File: src/rtl/flagu_pkg.sv
package flagu_pkg;

  typedef enum logic [1:0] {
    OP_DIRECT = 2'd0,
    OP_XOR    = 2'd1,
    OP_SP_OFS = 2'd2,
    OP_POP_AF = 2'd3
  } flag_op_e;

  // per-flag request codes; 2'b00 and 2'b01 both keep the flag
  localparam logic [1:0] REQ_CLR = 2'b10;
  localparam logic [1:0] REQ_SET = 2'b11;

  localparam int NUM_FLAGS = 4;
  localparam int BIT_Z = 7;
  localparam int BIT_N = 6;
  localparam int BIT_H = 5;
  localparam int BIT_C = 4;

endpackage

File: src/rtl/flagu_field.sv
module flagu_field
  import flagu_pkg::*;
(
  input  logic       cur,
  input  logic [1:0] req,
  output logic       nxt
);

  // set, clear or keep a single flag
  always_comb begin
    case (req)
      REQ_CLR: nxt = 1'b0;
      REQ_SET: nxt = 1'b1;
      default: nxt = cur;
    endcase
  end

endmodule

File: src/rtl/flagu_calc.sv
module flagu_calc
  import flagu_pkg::*;
#(
  parameter int DATA_W = 8,
  parameter int WORD_W = 16
) (
  input  flag_op_e                   op,
  input  logic [DATA_W-1:0]          flags_cur,
  input  logic [2*NUM_FLAGS-1:0]     flag_req,
  input  logic [DATA_W-1:0]          acc_in,
  input  logic [WORD_W-1:0]          operand,
  input  logic [WORD_W-1:0]          sp_in,
  input  logic [DATA_W-1:0]          offset,
  input  logic [WORD_W-1:0]          pop_val,
  output logic [DATA_W-1:0]          flags_nxt,
  output logic [DATA_W-1:0]          acc_nxt,
  output logic                       acc_we,
  output logic [WORD_W-1:0]          pair_nxt,
  output logic                       pair_we
);

  localparam int NIB_W  = DATA_W / 2;
  localparam int EXT_W  = WORD_W - DATA_W;
  localparam int LOW_W  = DATA_W - NUM_FLAGS;

  // direct-mode per-flag update, Z first
  logic [NUM_FLAGS-1:0] direct_nib;
  for (genvar i = 0; i < NUM_FLAGS; i++) begin : g_field
    flagu_field u_field (
      .cur (flags_cur[DATA_W-1-i]),
      .req (flag_req[2*NUM_FLAGS-1-2*i -: 2]),
      .nxt (direct_nib[NUM_FLAGS-1-i])
    );
  end

  // exclusive-OR result
  logic [DATA_W-1:0] xor_res;
  assign xor_res = acc_in ^ operand[DATA_W-1:0];

  // stack pointer plus signed offset; carries from unsigned low parts
  logic [WORD_W-1:0] ofs_ext;
  logic [WORD_W-1:0] sp_sum;
  logic [NIB_W:0]    nib_sum;
  logic [DATA_W:0]   byte_sum;
  assign ofs_ext  = {{EXT_W{offset[DATA_W-1]}}, offset};
  assign sp_sum   = sp_in + ofs_ext;
  assign nib_sum  = {1'b0, sp_in[NIB_W-1:0]} + {1'b0, offset[NIB_W-1:0]};
  assign byte_sum = {1'b0, sp_in[DATA_W-1:0]} + {1'b0, offset};

  logic [NUM_FLAGS-1:0] nib;
  always_comb begin
    nib      = direct_nib;
    acc_nxt  = acc_in;
    acc_we   = 1'b0;
    pair_nxt = sp_sum;
    pair_we  = 1'b0;
    case (op)
      OP_XOR: begin
        acc_nxt = xor_res;
        acc_we  = 1'b1;
        nib     = {(xor_res == '0), 3'b000};
      end
      OP_SP_OFS: begin
        pair_we = 1'b1;
        nib     = {2'b00, nib_sum[NIB_W], byte_sum[DATA_W]};
      end
      OP_POP_AF: begin
        acc_nxt = pop_val[WORD_W-1 -: DATA_W];
        acc_we  = 1'b1;
        nib     = pop_val[DATA_W-1 -: NUM_FLAGS];
      end
      default: nib = direct_nib;
    endcase
  end

  // the low part is never taken from any source
  assign flags_nxt = {nib, {LOW_W{1'b0}}};

endmodule

File: src/rtl/flag_unit.sv
module flag_unit
  import flagu_pkg::*;
#(
  parameter int DATA_W = 8,
  parameter int WORD_W = 16
) (
  input  logic              clk,
  input  logic              rst,
  input  logic              upd_en,
  input  logic [1:0]        op_sel,
  input  logic [7:0]        flag_req,
  input  logic [DATA_W-1:0] acc_in,
  input  logic [WORD_W-1:0] operand,
  input  logic [WORD_W-1:0] sp_in,
  input  logic [DATA_W-1:0] offset,
  input  logic [WORD_W-1:0] pop_val,
  output logic [DATA_W-1:0] flags_q,
  output logic              flag_z,
  output logic              flag_n,
  output logic              flag_h,
  output logic              flag_c,
  output logic [DATA_W-1:0] acc_q,
  output logic [WORD_W-1:0] pair_q
);

  localparam int LOW_W = DATA_W - NUM_FLAGS;

  logic [DATA_W-1:0] flags_nxt;
  logic [DATA_W-1:0] acc_nxt;
  logic [WORD_W-1:0] pair_nxt;
  logic              acc_we;
  logic              pair_we;

  flagu_calc #(.DATA_W(DATA_W), .WORD_W(WORD_W)) u_calc (
    .op        (flag_op_e'(op_sel)),
    .flags_cur (flags_q),
    .flag_req  (flag_req),
    .acc_in    (acc_in),
    .operand   (operand),
    .sp_in     (sp_in),
    .offset    (offset),
    .pop_val   (pop_val),
    .flags_nxt (flags_nxt),
    .acc_nxt   (acc_nxt),
    .acc_we    (acc_we),
    .pair_nxt  (pair_nxt),
    .pair_we   (pair_we)
  );

  // registered state
  always_ff @(posedge clk) begin
    if (rst) begin
      flags_q <= '0;
      acc_q   <= '0;
      pair_q  <= '0;
    end else if (upd_en) begin
      flags_q <= flags_nxt;
      if (acc_we)  acc_q  <= acc_nxt;
      if (pair_we) pair_q <= pair_nxt;
    end
  end

  // condition outputs
  assign flag_z = flags_q[BIT_Z];
  assign flag_n = flags_q[BIT_N];
  assign flag_h = flags_q[BIT_H];
  assign flag_c = flags_q[BIT_C];

  a_r1_reset_clears: assert property (@(posedge clk)
    rst |=> (flags_q == '0) && (acc_q == '0) && (pair_q == '0));

  a_r9_hold_when_idle: assert property (@(posedge clk) disable iff (rst)
    !upd_en |=> $stable(flags_q) && $stable(acc_q) && $stable(pair_q));

  a_r8_low_bits_zero: assert property (@(posedge clk) disable iff (rst)
    flags_q[LOW_W-1:0] == '0);

  a_r4_xor_flags: assert property (@(posedge clk) disable iff (rst)
    upd_en && op_sel == 2'd1 |=> !flag_n && !flag_h && !flag_c && (flag_z == (acc_q == '0)));

  a_r6_spofs_zn_clear: assert property (@(posedge clk) disable iff (rst)
    upd_en && op_sel == 2'd2 |=> !flag_z && !flag_n && $stable(acc_q));

  a_r7_pop_masks: assert property (@(posedge clk) disable iff (rst)
    upd_en && op_sel == 2'd3 |=> flags_q[DATA_W-1 -: NUM_FLAGS] == $past(pop_val[DATA_W-1 -: NUM_FLAGS]));

  a_r3_direct_keeps_data: assert property (@(posedge clk) disable iff (rst)
    upd_en && op_sel == 2'd0 |=> $stable(acc_q) && $stable(pair_q));

endmodule

File: config.mk
export PLATFORM = sky130hd
export DESIGN_NAME = flag_unit
export DESIGN_NICKNAME = d
export VERILOG_FILES = /design/src/rtl/flagu_pkg.sv /design/src/rtl/flagu_field.sv /design/src/rtl/flagu_calc.sv /design/src/rtl/flag_unit.sv
export SDC_FILE = /design/constraint.sdc
export NUM_CORES = 1
export LEC_CHECK = 0
export CORE_UTILIZATION = 63
export DETAILED_ROUTE_END_ITERATION = 12
export DONT_BUFFER_PORTS = 1
export HOLD_SLACK_MARGIN = 0.08
export PLACE_DENSITY = 0.79
export SYNTH_ARGS = -nofsm -noshare
export SYNTH_HDL_FRONTEND = slang
export SYNTH_SLANG_ARGS = --single-unit
File: constraint.sdc
create_clock -name clk -period 2.96 [get_ports clk]
set_clock_uncertainty 0.1 [all_clocks]
set_input_delay 0.444 -clock clk [delete_from_list [all_inputs] [get_ports clk]]
set_output_delay 0.444 -clock clk [all_outputs]
set_load 0.02 [all_outputs]
==> results of run 1 <==
==> final timing paths <==
kind                           startpoint                      end  cells past startpoint
hold reg to reg    pair_q[1]$_SDFFE_PP0P_   pair_q[1]$_SDFFE_PP0P_                      2
hold / removal                     upd_en  flags_q[6]$_SDFFE_PP0P_                      1
setup / recovery                offset[0]  pair_q[12]$_SDFFE_PP0P_                      8
setup reg to reg  flags_q[4]$_SDFFE_PP0P_  flags_q[4]$_SDFFE_PP0P_                      2
==> through the flow <==
stage / instances / power (mW) / hold slack (ps)
finish: 313 / 0.939 / 112
global route: 313 / 0.997 / 80.0
CTS: 312 / 0.941 / 89.1
detailed placement: 307 / 0.693 / 420
global placement: 307 / 0.690 / 418
floorplan: 284 / 0.671 / 430
==> registers in the layout, summed over array words and instances (netlist names) <==
| signal | count |
|---|---|
| pair_q | 16 |
| acc_q | 8 |
| flags_q | 4 |
==> area by class of cell <==
cell class | instances | area (µm²)
clock buffers | 3 | 22.5
clock inverters | 1 | 30.0
fillers | 304 | 966
inverters | 9 | 33.8
multi-input cells | 226 | 1420
flip-flops and latches | 28 | 561
well taps | 44 | 55.1
repair buffers | 2 | 20.0
==> synthesized netlist by cell type (all sizes together) (2+ instances only) <==
cell | n | area share (%)
o21ai | 7 | 1.7
o211ai | 3 | 1.1
xnor2 | 17 | 7.1
a21oi | 43 | 11
a221oi | 3 | 1.2
inv | 9 | 1.6
a311oi | 2 | 0.83
nand2b | 2 | 0.59
nand3b | 2 | 0.71
clkbuf | 11 | 2.0
and4 | 2 | 0.89
mux2i | 2 | 0.95
nand4 | 2 | 0.59
nand2 | 33 | 6.1
a311o | 2 | 0.95
or3 | 2 | 0.59
nand3 | 9 | 2.1
ha | 15 | 8.9
and3 | 8 | 2.4
nor3 | 3 | 0.95
a211oi | 4 | 1.7
nor2 | 36 | 6.4
buf | 10 | 3.3
nor4 | 4 | 1.2
a21o | 3 | 1.1
a21boi | 3 | 1.1
dfxtp | 28 | 27
==> power breakdown <==
part / switching, mW / total (mW) / internal, mW / leakage [nW]
clock: 0.110 / 0.247 / 0.137 / 0.0279
combinational: 0.142 / 0.249 / 0.107 / 0.604
sequential: 0.0452 / 0.443 / 0.398 / 0.229
==> per-layer routing <==
metal | global-route usage [%] | wire [µm] | vias to the layer above
li1 | - | - | 969
met1 | 31.4 | 1950 | 863
met2 | 40.6 | 2130 | 80
met3 | 9.52 | 422 | 2
met4 | 3.99 | 19 | 0
met5 | 0 | 0 | -
==> cells by family (layout without fill, tap and decap cells) <==
kind of cell    Yosys count  in the layout  share of synthesized area [%]
compound gates           80             80                           24.4
fa+ha+maj                16             16                           9.85
mux                       2              2                          0.949
buf+inv                  30             15                           6.88
other cells               1              4                          0.178
flops                    28             28                           26.6
simple gates            106            106                           23.7
xor+xnor                 18             18                           7.47
==> critical path, cell delays in order <==
cell and delay [ps]:
ha_1 200, fa_1 400, a21oi_1 310, o211ai_1 180, a221oi_1 330, xnor2_1 180, nand2_1 70, a21oi_1 150
==> what timing repair did <==
item,CTS,global route
hold buffers,1,1
hold endpoints to repair,22,2
endpoints found under the setup margin,0,0
==> flow_metrics.py, run 1 <==
metrics = {
    "clocking": {
        "ctsResizeCount": 0,
        "clk_path_buf_depth": 2,
        "cts_tree": "built",
        "cts.clk_slew.worst_paths_ps": 140,
        "cts-root-buf": "clkbuf_4",
        "clk_latency_ps": 320,
        "cts_sinks": 28,
        "cts_buffers": 3,
        "cts_max_level": 1,
        "post_cts_buffers": 0,
    },
    "synthesis": {
        "syn_inst": 281,
        "synthFlopType": "dfxtp_1",
        "seq_area_frac_synth_pct": 26.6,
        "synth_area_mm2": 0.00211,
        "yosysUniqueCellTypes": 53,
        "yosys_warnings": 0,
        "async_reset_ff_share_pct": 0,
        "ys_ff_latch": 28,
        "syn_avg_cell_area_um2": 7.51,
        "synth_edf_count": 0,
    },
    "sta": {
        "final_max_slew_viol_count": 0,
        "setup_tns_ps": 0,
        "finalCritPeriodShare_pct": 71.4,
        "rsz0062_at_grt": "no",
        "hold_viol_final": 0,
        "relSlewSlack_pct": 46.0,
        "final.setup.worst_slack_ps": 846,
        "min_period_ps": 2110,
        "worstMarginPinSlew_ps": 808,
        "setup_viol": 0,
        "max_clock_freq_mhz": 473,
    },
    "setup_path": {
        "cp-end-kind": "flip-flop",
        "arrival_ps": 2270,
        "reg2reg_slack_ps": 1850,
        "cp_data_required_time_ps": 3120,
        "critPathKind": "input port to flip-flop",
        "crit_fanout": 4,
        "cp-start-kind": "input port",
    },
    "cells_and_area": {
        "nets": 363,
        "final_common_cell": "a21oi_1",
        "final_util_pct": 68.9,
        "fin_area_mm2": 0.00214,
        "num_antenna_cells": 0,
        "drive_above_1_share_pct": 5.58,
        "syn2layout_area_growth_pct": 1.30,
        "layout_common_cells": "a21oi_1, nor2_1, nand2_1, dfxtp_1, xnor2_1",
    },
    "grt": {
        "grt_max_degree": 27,
        "antenna_found_initial": 0,
        "grt_pass1_wl_mm": 6.78,
        "first_global_vias": 1540,
        "overflow": 0,
        "track_usage_pct": 24.9,
    },
    "routing": {
        "wirelength_mm": 4.52,
        "viasPerCell": 6.12,
        "vias": 1914,
        "drt_iter0_markers": 105,
        "drtPass1Iterations": 4,
        "ant_nets": 0,
        "drc": 0,
        "wire_per_inst_um": 14.5,
    },
    "job": {
        "drv_cap": 0,
    },
    "placed_design": {
        "gp_congestion": 0.905,
        "port_buffers": 0,
        "dpl.hpwl_mm": 3.58,
        "place_ws_ps": 526,
        "postPlaceCellArea_mm2": 0.00206,
    },
    "power_and_ir_drop": {
        "vdd_drop_max_v": 0.000305,
        "power_density_mw_per_mm2": 439,
        "leakagePower_nw": 0.860,
    },
    "floorplan": {
        "coreArea_mm2": 0.00310,
        "fp.dieH_um": 59.9,
        "die-area_mm2": 0.00358,
        "start_util_pct": 68.0,
        "std_cell_rows": 20,
        "dieWidth_um": 59.9,
        "io_pins": 113,
    },
    "worst_hold_path": {
        "min_path_type": "input port to flip-flop",
    },
    "run_status": {
        "status": "completed",
    },
}
Power figures use the tool's default switching activity.
==> run 2: changes to the inputs <==
--- a/config.mk
+++ b/config.mk
@@ -5,11 +5,11 @@
 export SDC_FILE = /design/constraint.sdc
 export NUM_CORES = 1
 export LEC_CHECK = 0
-export CORE_UTILIZATION = 63
+export CORE_UTILIZATION = 57
 export DETAILED_ROUTE_END_ITERATION = 12
 export DONT_BUFFER_PORTS = 1
 export HOLD_SLACK_MARGIN = 0.08
-export PLACE_DENSITY = 0.79
+export PLACE_DENSITY = 0.75
 export SYNTH_ARGS = -nofsm -noshare
 export SYNTH_HDL_FRONTEND = slang
 export SYNTH_SLANG_ARGS = --single-unit
==> constraint.sdc (replaced) <==
create_clock -name clk -period 1.8 [get_ports clk]
set_clock_uncertainty 0.1 [all_clocks]
set_input_delay 0.27 -clock clk [delete_from_list [all_inputs] [get_ports clk]]
set_output_delay 0.27 -clock clk [all_outputs]
set_load 0.02 [all_outputs]
==> flow_metrics.py, run 2 (synthesis results as in run 1) <==
metrics = {
    "cells_and_area": {
        "seqCellArea_um2": 561,
        "top_regs": "pair_q: 16 flops, acc_q: 8 flops, flags_q: 4 flops",
        "final_common_cell": "a21oi_1",
        "syn2layout_area_growth_pct": 23.6,
        "fill_cells": 277,
        "num_antenna_cells": 0,
        "nets": 399,
        "largest-register": "pair_q",
        "final_util_pct": 75.8,
        "multi_input_area_mm2": 0.00159,
        "fin_area_mm2": 0.00261,
        "drive_above_1_share_pct": 21.3,
        "largest_reg_flops": 16,
        "final_cells": 351,
        "layout_common_cells": "a21oi_1, nor2_1, buf_4, nand2_1, dfxtp_1",
    },
    "sta": {
        "relSlewSlack_pct": 45.1,
        "final.setup.worst_slack_ps": 60.1,
        "finalCritPeriodShare_pct": 96.7,
        "max_clock_freq_mhz": 575,
        "rsz0062_at_grt": "no",
        "setup_tns_ps": 0,
        "setup_viol": 0,
        "final_max_slew_viol_count": 0,
        "worstMarginPinSlew_ps": 821,
        "hold_viol_final": 0,
        "min_period_ps": 1740,
        "holdWs_ps": 105,
    },
    "setup_path": {
        "crit_path_top_delay_cell": "dlygate4sd3_1",
        "cp_data_required_time_ps": 1870,
        "arrival_ps": 1810,
        "critPathKind": "input port to flip-flop",
        "cp_num_buf_inv": 2,
        "crit_family": "buffers and inverters",
        "path_cells": "dlygate4sd3_1 -> nand3_1 -> dlygate4sd3_1 -> a311oi_1",
        "cpPeakStageDelay_ps": 580,
        "cp-end-kind": "flip-flop",
        "cpMostUsedCell": "dlygate4sd3_1",
        "crit_fanout": 26,
        "cp-start-kind": "input port",
    },
    "floorplan": {
        "io_pins": 113,
        "start_util_pct": 61.3,
        "fp.dieH_um": 62.8,
        "std_cell_rows": 21,
        "dieWidth_um": 62.8,
        "die-area_mm2": 0.00395,
        "coreArea_mm2": 0.00344,
    },
    "power_and_ir_drop": {
        "power_density_mw_per_mm2": 686,
        "leakagePower_nw": 1.04,
        "vdd_drop_max_v": 0.000572,
        "power_mw": 1.79,
    },
    "placed_design": {
        "gp_congestion": 0.873,
        "postPlaceCellArea_mm2": 0.00249,
        "port_buffers": 0,
        "post-place-cells": 342,
        "place_ws_ps": -163,
        "dpl.hpwl_mm": 4.05,
    },
    "grt": {
        "first_global_vias": 1961,
        "grt_util_met2_pct": 48.9,
        "grt_use_met3_pct": 7.66,
        "overflow": 0,
        "use_met1_pct": 33.0,
        "antenna_found_initial": 0,
        "busiest_layer": "met2",
        "grt_pass1_wl_mm": 8.79,
        "track_usage_pct": 27.3,
        "grt_max_degree": 27,
    },
    "clocking": {
        "cts_buffers": 3,
        "cts-root-buf": "clkbuf_8",
        "clk_path_buf_depth": 2,
        "cts_tree": "built",
        "cts_sinks": 28,
        "cts_max_level": 1,
        "cts.clk_slew.worst_paths_ps": 90,
        "clk_latency_ps": 270,
        "ctsResizeCount": 0,
        "holdBufCountCts": 5,
        "post_cts_buffers": 0,
    },
    "routing": {
        "viasPerCell": 5.84,
        "drc": 0,
        "ant_nets": 0,
        "wire_per_inst_um": 15.2,
        "vias": 2050,
        "drtPass1Iterations": 5,
        "drt_iter0_markers": 119,
        "wirelength_mm": 5.34,
    },
    "job": {
        "drv_cap": 0,
    },
    "worst_hold_path": {
        "min_path_type": "input port to flip-flop",
    },
    "run_status": {
        "status": "completed",
    },
}
==> run 2: final timing paths <==
path                           start                 endpoint  slack, ps  cells past startpoint
max reg2reg  flags_q[6]$_SDFFE_PP0P_  flags_q[6]$_SDFFE_PP0P_        560                      2
min reg2reg   pair_q[1]$_SDFFE_PP0P_   pair_q[1]$_SDFFE_PP0P_        460                      2
min                           upd_en  flags_q[5]$_SDFFE_PP0P_        100                      2
max                        op_sel[1]  flags_q[6]$_SDFFE_PP0P_         60                      4
==> run 2: worst reg2reg max path, stage by stage, from the launching register on <==
cell	delay [ps]
dfxtp_1	580
a21oi_1	110
a311oi_1	340
==> run 2: area by class of cell <==
class | count | share of cell area, %
multi-input combinational | 226 | 60.8
timing repair buffer | 38 | 11.4
tap | 46 | 2.21
clock inverter | 1 | 1.15
sequential | 28 | 21.5
inverter | 9 | 1.30
clock buffer | 3 | 1.58
==> run 2: routing by layer <==
metal  up-vias  share of wire (%)
met5         -                  0
met3         6                7.4
met2        82                 51
met4         0               0.71
li1       1038                  -
met1       924                 41
==> run 2: where the power goes <==
part / internal [mW] / switching (mW)
clock network: 0.298 / 0.194
logic: 0.298 / 0.273
registers: 0.653 / 0.0745
==> run 3: changes to the inputs <==
--- a/config.mk
+++ b/config.mk
@@ -5,6 +5,7 @@
 export SDC_FILE = /design/constraint.sdc
 export NUM_CORES = 1
 export LEC_CHECK = 0
+export CORE_MARGIN = 2
 export CORE_UTILIZATION = 57
 export DETAILED_ROUTE_END_ITERATION = 12
 export DONT_BUFFER_PORTS = 1
==> constraint.sdc (replaced) <==
create_clock -name clk -period 1.8 [get_ports clk]
set_clock_uncertainty 0.1 [all_clocks]
set_input_delay 0.18 -clock clk [delete_from_list [all_inputs] [get_ports clk]]
set_output_delay 0.18 -clock clk [all_outputs]
set_load 0.02 [all_outputs]
==> flow_metrics.py, run 3 (synthesis results as in run 1) <==
metrics = {
    "clocking": {
        "clk_latency_ps": 270,
        "cts_tree": "built",
        "cts_sinks": 28,
        "clk_path_buf_depth": 2,
        "cts_max_level": 1,
        "cts-root-buf": "clkbuf_8",
        "cts_buffers": 3,
        "cts.clk_slew.worst_paths_ps": 90,
        "post_cts_buffers": 0,
    },
    "grt": {
        "grt_max_degree": 27,
        "antenna_found_initial": 0,
        "grt_pass1_wl_mm": 8.78,
        "overflow": 0,
        "first_global_vias": 2023,
        "track_usage_pct": 25.8,
    },
    "placed_design": {
        "place_ws_ps": -134,
        "gp_congestion": 0.891,
        "post-place-cells": 346,
        "port_buffers": 0,
        "dpl.hpwl_mm": 4.06,
    },
    "cells_and_area": {
        "num_antenna_cells": 0,
        "top_regs": "pair_q: 16 flops, acc_q: 8 flops, flags_q: 4 flops",
        "layout_common_cells": "a21oi_1, nor2_1, buf_4, nand2_1, dfxtp_1",
        "largest-register": "pair_q",
        "largest_reg_flops": 16,
        "drive_above_1_share_pct": 18.7,
        "fill_cells": 300,
        "final_util_pct": 72.4,
        "final_cells": 364,
        "nets": 410,
        "multi_input_area_mm2": 0.00148,
        "syn2layout_area_growth_pct": 23.8,
        "final_common_cell": "a21oi_1",
        "seqCellArea_um2": 561,
    },
    "power_and_ir_drop": {
        "combPwrFrac_pct": 31.5,
        "seqPwrFrac_pct": 41.1,
        "switchingPower_uw": 536,
        "vdd_drop_max_v": 0.000638,
        "power_density_mw_per_mm2": 679,
        "leakagePower_nw": 1.12,
        "cellInternalPower_mw": 1.24,
        "power_mw": 1.77,
        "swShare_pct": 30.3,
        "clkPwrFrac_pct": 27.5,
    },
    "setup_path": {
        "crit_family": "buffers and inverters",
        "critPathKind": "input port to flip-flop",
        "cp-end-kind": "flip-flop",
        "cp-startpoint": "offset[0]",
        "regToRegStartpoint": "flags_q[6]$_SDFFE_PP0P_",
        "cpPeakStageDelay_ps": 570,
        "cp_data_required_time_ps": 1920,
        "cp_num_buf_inv": 2,
        "arrival_ps": 1820,
        "crit_fanout": 2,
        "crit_path_top_delay_cell": "dlygate4sd3_1",
        "path_cells": "ha_1 -> fa_2 -> buf_4 -> xnor2_1 -> a211oi_1 -> dlygate4sd3_1",
        "cp-start-kind": "input port",
    },
    "job": {
        "drv_cap": 0,
    },
    "sta": {
        "worstMarginPinSlew_ps": 617,
        "max_clock_freq_mhz": 588,
        "final_max_slew_viol_count": 0,
        "finalCritPeriodShare_pct": 94.4,
        "min_period_ps": 1700,
        "holdWs_ps": 82.0,
        "final.setup.worst_slack_ps": 100,
        "setup_viol": 0,
        "relSlewSlack_pct": 58.8,
        "rsz0062_at_grt": "no",
        "hold_viol_final": 0,
    },
    "routing": {
        "drc": 0,
        "wire_per_inst_um": 14.8,
        "drtPass1Iterations": 4,
        "viasPerCell": 5.70,
        "vias": 2075,
        "ant_nets": 0,
        "wirelength_mm": 5.37,
        "drt_iter0_markers": 118,
    },
    "run_status": {
        "status": "completed",
    },
    "floorplan": {
        "fp.dieH_um": 64.8,
        "dieWidth_um": 64.8,
        "start_util_pct": 58.5,
        "coreArea_mm2": 0.00361,
        "io_pins": 113,
        "std_cell_rows": 22,
        "die-area_mm2": 0.00420,
    },
    "worst_hold_path": {
        "min_path_type": "input port to flip-flop",
        "min_from": "pop_val[8]",
    },
}
run 3: path summary, 6_finish.rpt:
| check | endpoint | slack [ps] | cells past startpoint |
|---|---|---|---|
| setup / recovery | pair_q[2]$_SDFFE_PP0P_ | 100 | 6 |
| setup reg to reg | flags_q[6]$_SDFFE_PP0P_ | 160 | 3 |
| hold reg to reg | pair_q[6]$_SDFFE_PP0P_ | 470 | 2 |
| hold / removal | acc_q[0]$_SDFFE_PP0P_ | 80 | 4 |
run 3: layout make-up:
| cell class | instances | area share, % |
|---|---|---|
| multi-input cells | 226 | 56.7 |
| flip-flops and latches | 28 | 21.5 |
| repair buffers | 49 | 15.5 |
| well taps | 48 | 2.30 |
| clock buffers | 3 | 1.58 |
| inverters | 9 | 1.29 |
| clock inverters | 1 | 1.15 |
run 3: worst min-delay path: cells and delay by family:
family | cells | cell delay [ps]
compound gates | 2 | 90
simple gates | 2 | 150
run 3: layer usage:
| layer | wire length (µm) | part of all wire [%] | global-route usage, % |
|---|---|---|---|
| met5 | 0 | 0 | 0 |
| met3 | 370 | 6.9 | 7.47 |
| met2 | 2640 | 49 | 46.1 |
| met1 | 2340 | 44 | 31.7 |
| met4 | 14 | 0.26 | 2.13 |
run 3: what timing repair did:
action,CTS,global route
hold endpoints to repair,25,0
setup endpoints to repair,0,3
gates resized for setup,0,1
hold buffers,14,0
run 3: power by group through the flow:
stage	sequential, mW	combinational (mW)	clock, mW
final	0.728	0.558	0.487
after global routing	0.733	0.619	0.524
after CTS	0.728	0.554	0.490
after detailed placement	0.743	0.523	0
after global placement	0.742	0.515	0
after floorplan	0.726	0.403	0
run 3: through the flow:
| stage | instance area (µm²) | setup TNS (ps) |
|---|---|---|
| final | 2610 | 0 |
| after global routing | 2610 | 0 |
| after CTS | 2610 | 0 |
| after detailed placement | 2400 | -787 |
| after global placement | 2400 | -591 |
| after floorplan | 2190 | -12.2 |
